<file path="src/rtl/sha256_chain_pkg.sv">
package sha256_chain_pkg;

    localparam int WORD_W = 32;
    localparam int NWORDS = 8;
    localparam int IDX_W  = $clog2(NWORDS);
    localparam int ROUNDS = 64;
    localparam int RND_W  = $clog2(ROUNDS);
    localparam int PREF_ROUND = 48;

    typedef logic [WORD_W-1:0] word_t;
    typedef logic [NWORDS-1:0][WORD_W-1:0] words_t;

    typedef struct packed {
        word_t a; word_t b; word_t c; word_t d;
        word_t e; word_t f; word_t g; word_t h;
    } vars_t;

    typedef enum logic [1:0] {PH_IDLE, PH_RUN, PH_FOLD} phase_t;

    localparam words_t HASH_IV = {
        32'h5be0cd19, 32'h1f83d9ab, 32'h9b05688c, 32'h510e527f,
        32'ha54ff53a, 32'h3c6ef372, 32'hbb67ae85, 32'h6a09e667
    };

    function automatic word_t rotr(word_t x, int n);
        return (x >> n) | (x << (WORD_W - n));
    endfunction

    function automatic word_t big_s0(word_t x);
        return rotr(x, 2) ^ rotr(x, 13) ^ rotr(x, 22);
    endfunction

    function automatic word_t big_s1(word_t x);
        return rotr(x, 6) ^ rotr(x, 11) ^ rotr(x, 25);
    endfunction

    function automatic word_t pick(word_t x, word_t y, word_t z);
        return (x & y) ^ (~x & z);
    endfunction

    function automatic word_t vote(word_t x, word_t y, word_t z);
        return (x & y) ^ (x & z) ^ (y & z);
    endfunction

    function automatic vars_t words_to_vars(words_t w);
        vars_t v;
        v.a = w[0]; v.b = w[1]; v.c = w[2]; v.d = w[3];
        v.e = w[4]; v.f = w[5]; v.g = w[6]; v.h = w[7];
        return v;
    endfunction

    function automatic words_t vars_to_words(vars_t v);
        words_t w;
        w[0] = v.a; w[1] = v.b; w[2] = v.c; w[3] = v.d;
        w[4] = v.e; w[5] = v.f; w[6] = v.g; w[7] = v.h;
        return w;
    endfunction

endpackage

</file>
<file path="src/rtl/sha256_round.sv">
module sha256_round
    import sha256_chain_pkg::*;
(
    input  vars_t cur,
    input  word_t wk,
    output vars_t nxt
);
    word_t t1;
    word_t t2;

    always_comb begin
        t1 = cur.h + big_s1(cur.e) + pick(cur.e, cur.f, cur.g) + wk;
        t2 = big_s0(cur.a) + vote(cur.a, cur.b, cur.c);
        nxt.a = t1 + t2;
        nxt.b = cur.a;
        nxt.c = cur.b;
        nxt.d = cur.c;
        nxt.e = cur.d + t1;
        nxt.f = cur.e;
        nxt.g = cur.f;
        nxt.h = cur.g;
    end
endmodule

</file>
<file path="src/rtl/sha256_state_file.sv">
module sha256_state_file
    import sha256_chain_pkg::*;
(
    input  logic             clk,
    input  logic             rst_n,
    input  logic             load_en,
    input  logic [IDX_W-1:0] load_idx,
    input  word_t            load_data,
    input  logic             fold_en,
    input  words_t           vin,
    input  logic [IDX_W-1:0] rd_idx,
    output word_t            rd_data,
    output words_t           words,
    output words_t           sum
);
    words_t st_d, st_q;

    for (genvar i = 0; i < NWORDS; i++) begin : g_fold_add
        assign sum[i] = st_q[i] + vin[i];
    end

    always_comb begin
        st_d = st_q;
        if (fold_en)
            st_d = sum;
        else if (load_en)
            st_d[load_idx] = load_data;
    end

    always_ff @(posedge clk) begin
        if (!rst_n) st_q <= HASH_IV;
        else        st_q <= st_d;
    end

    assign rd_data = st_q[rd_idx];
    assign words   = st_q;

    AST_STATE_HOLD: assert property (@(posedge clk) disable iff (!rst_n)
        (!fold_en && !load_en) |=> $stable(st_q));
endmodule

</file>
<file path="src/rtl/sha256_ctrl.sv">
module sha256_ctrl
    import sha256_chain_pkg::*;
#(
    parameter int CNT_W = 8
)(
    input  logic             clk,
    input  logic             rst_n,
    input  logic             start,
    input  logic [CNT_W-1:0] blk_count,
    input  logic             wk_valid,
    output logic             wk_ready,
    output logic             step,
    output logic             fold_en,
    output logic             begin_job,
    output logic             pref_next,
    output logic             busy,
    output logic             done
);
    typedef struct packed {
        phase_t           ph;
        logic [RND_W-1:0] rnd;
        logic [CNT_W-1:0] left;
        logic             done;
    } ctl_t;

    ctl_t c_d, c_q;

    localparam logic [RND_W-1:0] LAST_RND = RND_W'(ROUNDS - 1);
    localparam logic [RND_W-1:0] DEC_RND  = RND_W'(PREF_ROUND - 1);
    localparam logic [RND_W-1:0] PRF_RND  = RND_W'(PREF_ROUND);

    assign begin_job = (c_q.ph == PH_IDLE) && start && (blk_count != '0);
    assign wk_ready  = (c_q.ph == PH_RUN);
    assign step      = wk_ready && wk_valid;
    assign fold_en   = (c_q.ph == PH_FOLD);
    assign pref_next = wk_ready && (c_q.rnd >= PRF_RND) && (c_q.left != '0);
    assign busy      = (c_q.ph != PH_IDLE);
    assign done      = c_q.done;

    always_comb begin
        c_d      = c_q;
        c_d.done = 1'b0;
        unique case (c_q.ph)
            PH_IDLE: begin
                if (begin_job) begin
                    c_d.ph   = PH_RUN;
                    c_d.rnd  = '0;
                    c_d.left = blk_count;
                end
            end
            PH_RUN: begin
                if (wk_valid) begin
                    c_d.rnd = c_q.rnd + 1'b1;
                    if (c_q.rnd == DEC_RND)  c_d.left = c_q.left - 1'b1;
                    if (c_q.rnd == LAST_RND) c_d.ph = PH_FOLD;
                end
            end
            PH_FOLD: begin
                c_d.rnd = '0;
                if (c_q.left == '0) begin
                    c_d.ph   = PH_IDLE;
                    c_d.done = 1'b1;
                end else begin
                    c_d.ph = PH_RUN;
                end
            end
            default: c_d.ph = PH_IDLE;
        endcase
    end

    always_ff @(posedge clk) begin
        if (!rst_n) begin
            c_q.ph   <= PH_IDLE;
            c_q.rnd  <= '0;
            c_q.left <= '0;
            c_q.done <= 1'b0;
        end else begin
            c_q <= c_d;
        end
    end

    AST_DONE_PULSE: assert property (@(posedge clk) disable iff (!rst_n)
        done |=> !done);
    AST_DONE_IDLE: assert property (@(posedge clk) disable iff (!rst_n)
        done |-> !busy);
    AST_FOLD_AFTER_LAST: assert property (@(posedge clk) disable iff (!rst_n)
        fold_en |-> ($past(step) && $past(c_q.rnd) == LAST_RND));
    AST_PREF_LATE: assert property (@(posedge clk) disable iff (!rst_n)
        pref_next |-> (busy && c_q.rnd >= PRF_RND));
    AST_LEFT_EARLY: assert property (@(posedge clk) disable iff (!rst_n)
        (wk_ready && c_q.rnd < PRF_RND) |-> (c_q.left != '0));
endmodule

</file>
<file path="src/rtl/sha256_chain_core.sv">
module sha256_chain_core
    import sha256_chain_pkg::*;
#(
    parameter int CNT_W = 8
)(
    input  logic             clk,
    input  logic             rst_n,
    input  logic             start,
    input  logic [CNT_W-1:0] blk_count,
    input  logic             wk_valid,
    input  logic [31:0]      wk_data,
    output logic             wk_ready,
    input  logic             st_load,
    input  logic [2:0]       st_widx,
    input  logic [31:0]      st_wdata,
    input  logic [2:0]       st_ridx,
    output logic [31:0]      st_rdata,
    output logic             pref_next,
    output logic             busy,
    output logic             done
);
    logic   step, fold_en, begin_job;
    vars_t  vars_d, vars_q, rnd_out;
    words_t st_words, st_sum;

    sha256_ctrl #(.CNT_W(CNT_W)) u_ctrl (
        .clk(clk), .rst_n(rst_n), .start(start), .blk_count(blk_count),
        .wk_valid(wk_valid), .wk_ready(wk_ready), .step(step),
        .fold_en(fold_en), .begin_job(begin_job), .pref_next(pref_next),
        .busy(busy), .done(done)
    );

    sha256_round u_round (
        .cur(vars_q), .wk(wk_data), .nxt(rnd_out)
    );

    sha256_state_file u_state (
        .clk(clk), .rst_n(rst_n),
        .load_en(st_load && !busy), .load_idx(st_widx), .load_data(st_wdata),
        .fold_en(fold_en), .vin(vars_to_words(vars_q)),
        .rd_idx(st_ridx), .rd_data(st_rdata),
        .words(st_words), .sum(st_sum)
    );

    always_comb begin
        vars_d = vars_q;
        if (begin_job)
            vars_d = words_to_vars(st_words);
        else if (step)
            vars_d = rnd_out;
        else if (fold_en)
            vars_d = words_to_vars(st_sum);
    end

    always_ff @(posedge clk) begin
        if (!rst_n) vars_q <= '0;
        else        vars_q <= vars_d;
    end

    AST_STALL_HOLD: assert property (@(posedge clk) disable iff (!rst_n)
        (wk_ready && !wk_valid) |=> $stable(vars_q));
    AST_READY_BUSY: assert property (@(posedge clk) disable iff (!rst_n)
        wk_ready |-> busy);
    AST_ROUND_SHIFT: assert property (@(posedge clk) disable iff (!rst_n)
        step |=> (vars_q.b == $past(vars_q.a) && vars_q.f == $past(vars_q.e)));
endmodule

</file>
<file path="config.mk">
export PLATFORM = sky130hd
export DESIGN_NAME = sha256_chain_core
export DESIGN_NICKNAME = d
export VERILOG_FILES = /design/src/rtl/sha256_chain_pkg.sv /design/src/rtl/sha256_round.sv /design/src/rtl/sha256_state_file.sv /design/src/rtl/sha256_ctrl.sv /design/src/rtl/sha256_chain_core.sv
export SDC_FILE = /design/constraint.sdc
export NUM_CORES = 2
export LEC_CHECK = 0
export ABC_AREA = 1
export BUFFER_PORTS_ARGS = -buffer_cell sky130_fd_sc_hd__buf_2
export CORE_ASPECT_RATIO = 1.75
export CORE_MARGIN = 2
export CORE_UTILIZATION = 35
export DETAILED_ROUTE_END_ITERATION = 7
export MAX_ROUTING_LAYER = met4
export SYNTH_ARGS = -nofsm -noshare
export SYNTH_HDL_FRONTEND = slang
export SYNTH_SLANG_ARGS = --single-unit
</file>
<file path="constraint.sdc">
create_clock -name clk -period 8.54 [get_ports clk]
set_input_delay 0.427 -clock clk [delete_from_list [all_inputs] [get_ports clk]]
set_output_delay 0.427 -clock clk [all_outputs]
set_load 0.02 [all_outputs]
</file>
* Word level (Yosys, flattened, before mapping)
Cells that the tools add are included.
** Word-level totals
- Logic and storage cells :: 107
- Input bits :: 83
- Output and inout port bits :: 36
- Flip-flop bits (word level) :: 529
** Operators by class
- Reduce and logical (&&, ||, !) cells :: 21
- $add $sub $neg :: 16
- Bitwise logic cells :: 19
- Equal/unequal tests :: 8
- Magnitude comparators :: 4
- Muxes and demuxes :: 19
** Operators with widths (number)
- $mux 256 :: 5
- $add 32x32->32 :: 14
- $bwmux 256 :: 1
- $xor 32x32->32 :: 7
- $and 32x32->32 :: 5
- $bmux 32 s3 :: 1
- $demux 32 s3 :: 1
- $mux 32 :: 2
- $mux 16 :: 2
- $not 32->32 :: 1
- $or 10x32->32 :: 1
- $or 19x32->32 :: 1
- $or 21x32->32 :: 1
- $or 26x32->32 :: 1
- $or 30x32->32 :: 1
- $or 7x32->32 :: 1
- $pmux 6 s3 :: 1
- $pmux 8 s2 :: 1
- $reduce_bool 8->1 :: 2
- $eq 6x6->1 const B :: 2
- $logic_not 8->1 :: 1
- $lt 3x4->1 const B :: 2
- $mux 8 :: 1
- $ne 2x2->1 const B :: 4
- other kinds (17) :: 28

* Depth between registers and ports, before layout
- Word-level depth :: 9
- Gate-level depth with buffers :: 36

* Hierarchy
A second synthesis with hierarchy kept.
** Unflattened totals
- Cell total of the unflattened synthesis :: 11115
- Area total of the unflattened synthesis :: 63221.9 um^2
** Modules (own cells, without submodules)
- sha256_state_file :: cells each 5682, instances 1, seq. area each 5124.9 um^2, area each 31171.1 um^2
- sha256_chain_core :: cells each 3588, instances 1, seq. area each 5124.9 um^2, area each 19383.6 um^2
- sha256_round :: cells each 1670, instances 1, seq. area each 0.0 um^2, area each 11451.0 um^2
- sha256_ctrl :: cells each 175, instances 1, seq. area each 340.3 um^2, area each 1216.2 um^2

* Least setup slack after synthesis
OpenSTA, ideal clock, no wires.
- Path type :: register to register
- From :: register vars_q[122] in the netlist's numbering
- To :: register vars_q[246] in the netlist's numbering
- Arrival time :: 5.576 ns
- Cell stages (with the launch flop) :: 30
- Setup slack :: 2.856 ns
- Setup time :: 0.109 ns
- Clock period less this slack :: 5.684 ns
- Cells stage by stage :: dfxtp_1 clkbuf_1 xnor2_1 xor2_1 fa_1 fa_1 inv_1 ha_1 fa_1 nand2_1 nand2_1 nand3b_1 nand2_1 a31o_2 a21oi_1 o21ai_0 xor2_1 fa_1 ha_1 nand2_1 nor2_1 inv_1 nor3_1 or3b_2 nand4_1 nand3_1 nand3_1 nand3_1 nand2_1 inv_1
** Between the ends
- Cells in the longest elaborated chain, start to end :: 9
** Ends and longest elaborated chain
- start: declaration :: line sha256_chain_core.sv:23 : vars_t vars_d, vars_q, rnd_out;
- start signal: assignment :: line sha256_chain_core.sv:57 : else vars_q <= vars_d;
- $or 21x32->32 / $or 26x32->32 (equally long branches) :: line sha256_chain_pkg.sv:26 : return (x >> n) | (x << (WORD_W - n));
- $xor 32x32->32 :: line sha256_chain_pkg.sv:34 : return rotr(x, 6) ^ rotr(x, 11) ^ rotr(x, 25);
- $xor 32x32->32 * :: line sha256_chain_pkg.sv:34
- $add 32x32->32 * (3 in a row) :: line sha256_round.sv:12 : t1 = cur.h + big_s1(cur.e) + pick(cur.e, cur.f, cur.g) + wk;
- $add 32x32->32 * :: line sha256_round.sv:14 : nxt.a = t1 + t2;
- $mux 256 * :: line sha256_chain_core.sv:49 : else if (step)
- $mux 256 * :: line sha256_chain_core.sv:47 : if (begin_job)
Every way passes the cells marked *; elsewhere a longest branch is shown, timed or not.
A chain may end at the register's enable or synchronous reset.

* Worst setup path after layout
- From :: register vars_q[107] in the netlist's numbering
- To :: register vars_q[246] in the netlist's numbering
** Between the ends
- Cells in the longest elaborated chain, start to end :: 9
** Ends and longest elaborated chain (line)
- $or 21x32->32 / $or 26x32->32 (equally long branches) :: sha256_chain_pkg.sv:26
- $xor 32x32->32 (2 in a row) :: sha256_chain_pkg.sv:34
- $add 32x32->32 :: sha256_round.sv:12
- $add 32x32->32 * (2 in a row) :: sha256_round.sv:12
- $add 32x32->32 * :: sha256_round.sv:14
- $mux 256 * :: sha256_chain_core.sv:49
- $mux 256 * :: sha256_chain_core.sv:47
Marked as above.

==> summary.txt <==
Run status
  – Run status: complete, but fails checks
  – Failing checks: design-rule violations, max-capacitance violations, max-slew violations

Floorplan
  – Core Footprint: 143400 um2
  – Vert. Die Dim: around 500 um
  – Ports: 119
  – Initial Utilization: 35.15%
  – Full die area: approximately 150000 um2
  – Placement Rows: roughly 180
  – Die Wd: 290.9 um

Yosys
  – Syn Area/Cell: 6.501 um2
  – Synth Warn #: 0
  – Synth top area share: 21.01%
  – Post-synth EDFFs: 0
  – Primary FF master, synth: dfxtp_1
  – Mux share of post-synthesis cell area: less than 1%
  – Combinational family with the most area after synthesis: compound AO/OA/AOI/OAI gates
  – Area share of fa/ha/maj cells after synthesis: 12.94%
  – Cell area after synthesis: 50410 um2
  – Count leader, synth: nand2_1
  – Post-Syn Instances: 7754
  – Synth Register Bits: ~530
  – Library cells used by synthesis: 63
  – Asr flop ratio synth: 0%
  – Post-synthesis xor/xnor area fraction: 5.438%
  – Post-Synth Simple-Gate Area: 23.88%
  – Area contributors post-synth: dfxtp_1, nand2_1, o21ai_0
  – Syn Nets: roughly 8300
  – Area leader, netlist: dfxtp_1
  – Compound-Gate Fraction of Synth Area: between 20% and 30%
  – Register area share after synthesis: 21.01%
  – Synth cell count leaders: nand2_1, o21ai_0, inv_1

Worst setup path
  – CP Max Fanout: 8
  – Most frequent cell on the critical path: nand2_1
  – CP endpoint kind: register
  – Reg2reg path depth: 29
  – CP peak stage delay: 0.72 ns
  – R2r startpoint: vars_q[107]$_SDFFE_PN0P_
  – Data arrival, critical path: 8.01 ns
  – CP Launch Point: vars_q[107]$_SDFFE_PN0P_
  – R2r endpoint: vars_q[246]$_SDFFE_PN0P_
  – CP startpoint kind: register
  – Delay-heaviest family, CP: adder cells
  – CP bufs+invs: 4
  – Cell count along the critical path: 29
  – R2R setup slack: 1.11 ns
  – Slowest cell on crit path: dfxtp_1
  – Crit path kind: register to register
  – Worst EP required: 9.12 ns

Run
  – Max-Cap Viols: 3

Min path
  – Hold Crit Depth: 3
  – Min-Delay Path Class: input pin to register
  – Hold_sp: blk_count[4]
  – WHS Endpoint: u_ctrl.c_q[5]$_SDFFE_PN0P_

CTS
  – CTS Buffer Depth: 3
  – # H-tree levels: 2
  – Total CTS buffers: 57
  – CTS resizes: 0
  – Clock Latency Late Sink: 0.70 ns
  – Clk root buf: clkbuf_16
  – CTS Hold Buffers Added: 0
  – Clock transition at path regs: 0.07 ns
  – CTS tree: built
  – Setup bufs post-CTS: 0
  – Clock sink count: 529

Routing
  – Via density per instance: between 6 and 7
  – Routed Wire Length: 331300 um
  – Top routing layer in use: met4
  – Met3 routed wirelength: 23690 um
  – DRC: 2
  – DR WL/cell: 34.58 um
  – Vias post-DR: 60360
  – Drt pass-1 iters: 8
  – WL met2: 155700 um
  – Remaining antenna violation count: 0
  – Metal-1 WL: between 100000 and 150000 um
  – Initial DRC count: 6658

Layout
  – Fin area: 54730 um2
  – Share of cells above drive strength 1: about 5.6%
  – Nets: 8178
  – Fill cells: roughly 16000
  – Area delta synth->final: 8.563%
  – Non-filler cells, final: 9581

STA
  – Setup violators final: 0
  – FMAX: 0.1346 GHz
  – Setup TNS: 0 ns
  – Post-layout min period: 7.429 ns
  – Slew Viols, Final: 9
  – Relative slew slack: -8.289%
  – RSZ-0062 raised after global routing: no
  – Period utilization: 86.99%
  – Final hold vios: 0
  – Worst-Margin Slew: approximately 1.6 ns
  – Setup Skew: between 0.03 and 0.04 ns

Place
  – DP Area: approximately 53000 um2
  – IO Port Bufs: 118
  – Placed insts: 9448
  – Gpl congestion: 1.146
  – DP Wirelength: between 200000 and 300000 um

Global route
  – First-pass GRT wire length: 449800 um
  – GR Overflow Total: 0
  – Tot GR Track Use: 44.73%
  – Vias in the first global route: roughly 59000
  – Largest net degree at the start of global routing: 188
  – Antenna violations before repair: 29
-- state kept, by name (all words and copies together) (netlist names) --
register and cells:
u_state.words 256, u_ctrl.c_q 16, vars_q 256, u_ctrl.done 1
-- stage by stage --
stage	hold WS [ns]	util (%)	setup slack, ns
2_1_floorplan	0.4462	-	2.856
3_3_place_gp	0.4649	36.76	1.299
3_5_place_dp	0.4697	36.76	1.303
4_1_cts	0.02550	38.09	1.256
5_1_grt	0.06737	38.14	0.8744
6_report	0.04750	38.16	1.111
-- area by class of cell --
class	instances	area [um2]	area share (%)
multi-input cells	5999	35160	64.24
inverters	829	3144	5.745
flip-flops and latches	529	10590	19.35
well taps	1860	2327	4.252
clock buffers	82	1690	3.089
repair buffers	233	1529	2.794
diodes	30	75.07	0.1372
clock inverters	19	214.0	0.3909
-- worst max-delay path by stage --
stage | endpoint | slack, ns
after detailed placement | vars_q[246]$_SDFFE_PN0P_ | 1.30
after global routing | vars_q[246]$_SDFFE_PN0P_ | 0.87
after global placement | vars_q[246]$_SDFFE_PN0P_ | 1.30
after CTS | vars_q[246]$_SDFFE_PN0P_ | 1.26
final | vars_q[246]$_SDFFE_PN0P_ | 1.11
after floorplan | vars_q[246]$_SDFFE_PN0P_ | 2.86
-- cell families after synthesis --
kind of cell               count (synthesis)
and+or+nand+nor                         2849
AOI/OAI and AO/OA                       2356
buffers and inverters                   1226
DFF                                      529
adders and majority gates                463
xor gates and xnor gates                 313
muxes                                     18
-- layout by cell type, fill, tap and decap left out, types with 19 or more instances in the layout --
master,count
a21boi_0,32
a21o_1,47
a21oi_1,766
a221oi_1,113
a31oi_1,185
a41oi_1,49
buf_2,116
buf_4,110
clkbuf_16,57
dfxtp_1,529
diode_2,30
fa_1,103
ha_1,343
inv_1,812
nand2_1,1587
nand3_1,462
nand3b_1,45
nand4_1,80
nor2_1,496
nor3_1,75
o2111ai_1,38
o211ai_1,49
o21a_1,29
o21ai_0,853
o21ai_1,19
o21bai_1,58
o22ai_1,52
or2_2,51
xnor2_1,152
xor2_1,161
-- worst reg2reg max path, delay by kind of cell, from the launching register on --
kind            cells  cell delay, ns
compound gates      3            0.77
xor+xnor            3            1.38
fa+ha+maj           6            2.38
buf+inv             4            0.21
flops               1            0.72
simple gates       13            1.86
-- per-layer routing --
| layer | GRT usage [%] | vias up |
|---|---|---|
| met5 | - | - |
| met4 | 54.40 | 0 |
| met3 | 7.627 | 1594 |
| met2 | 73.54 | 3784 |
| met1 | 40.49 | 28520 |
| li1 | - | 26460 |
Power is not shown: default switching activity piles up to over one toggle a cycle in this logic, so the estimate is an artifact.
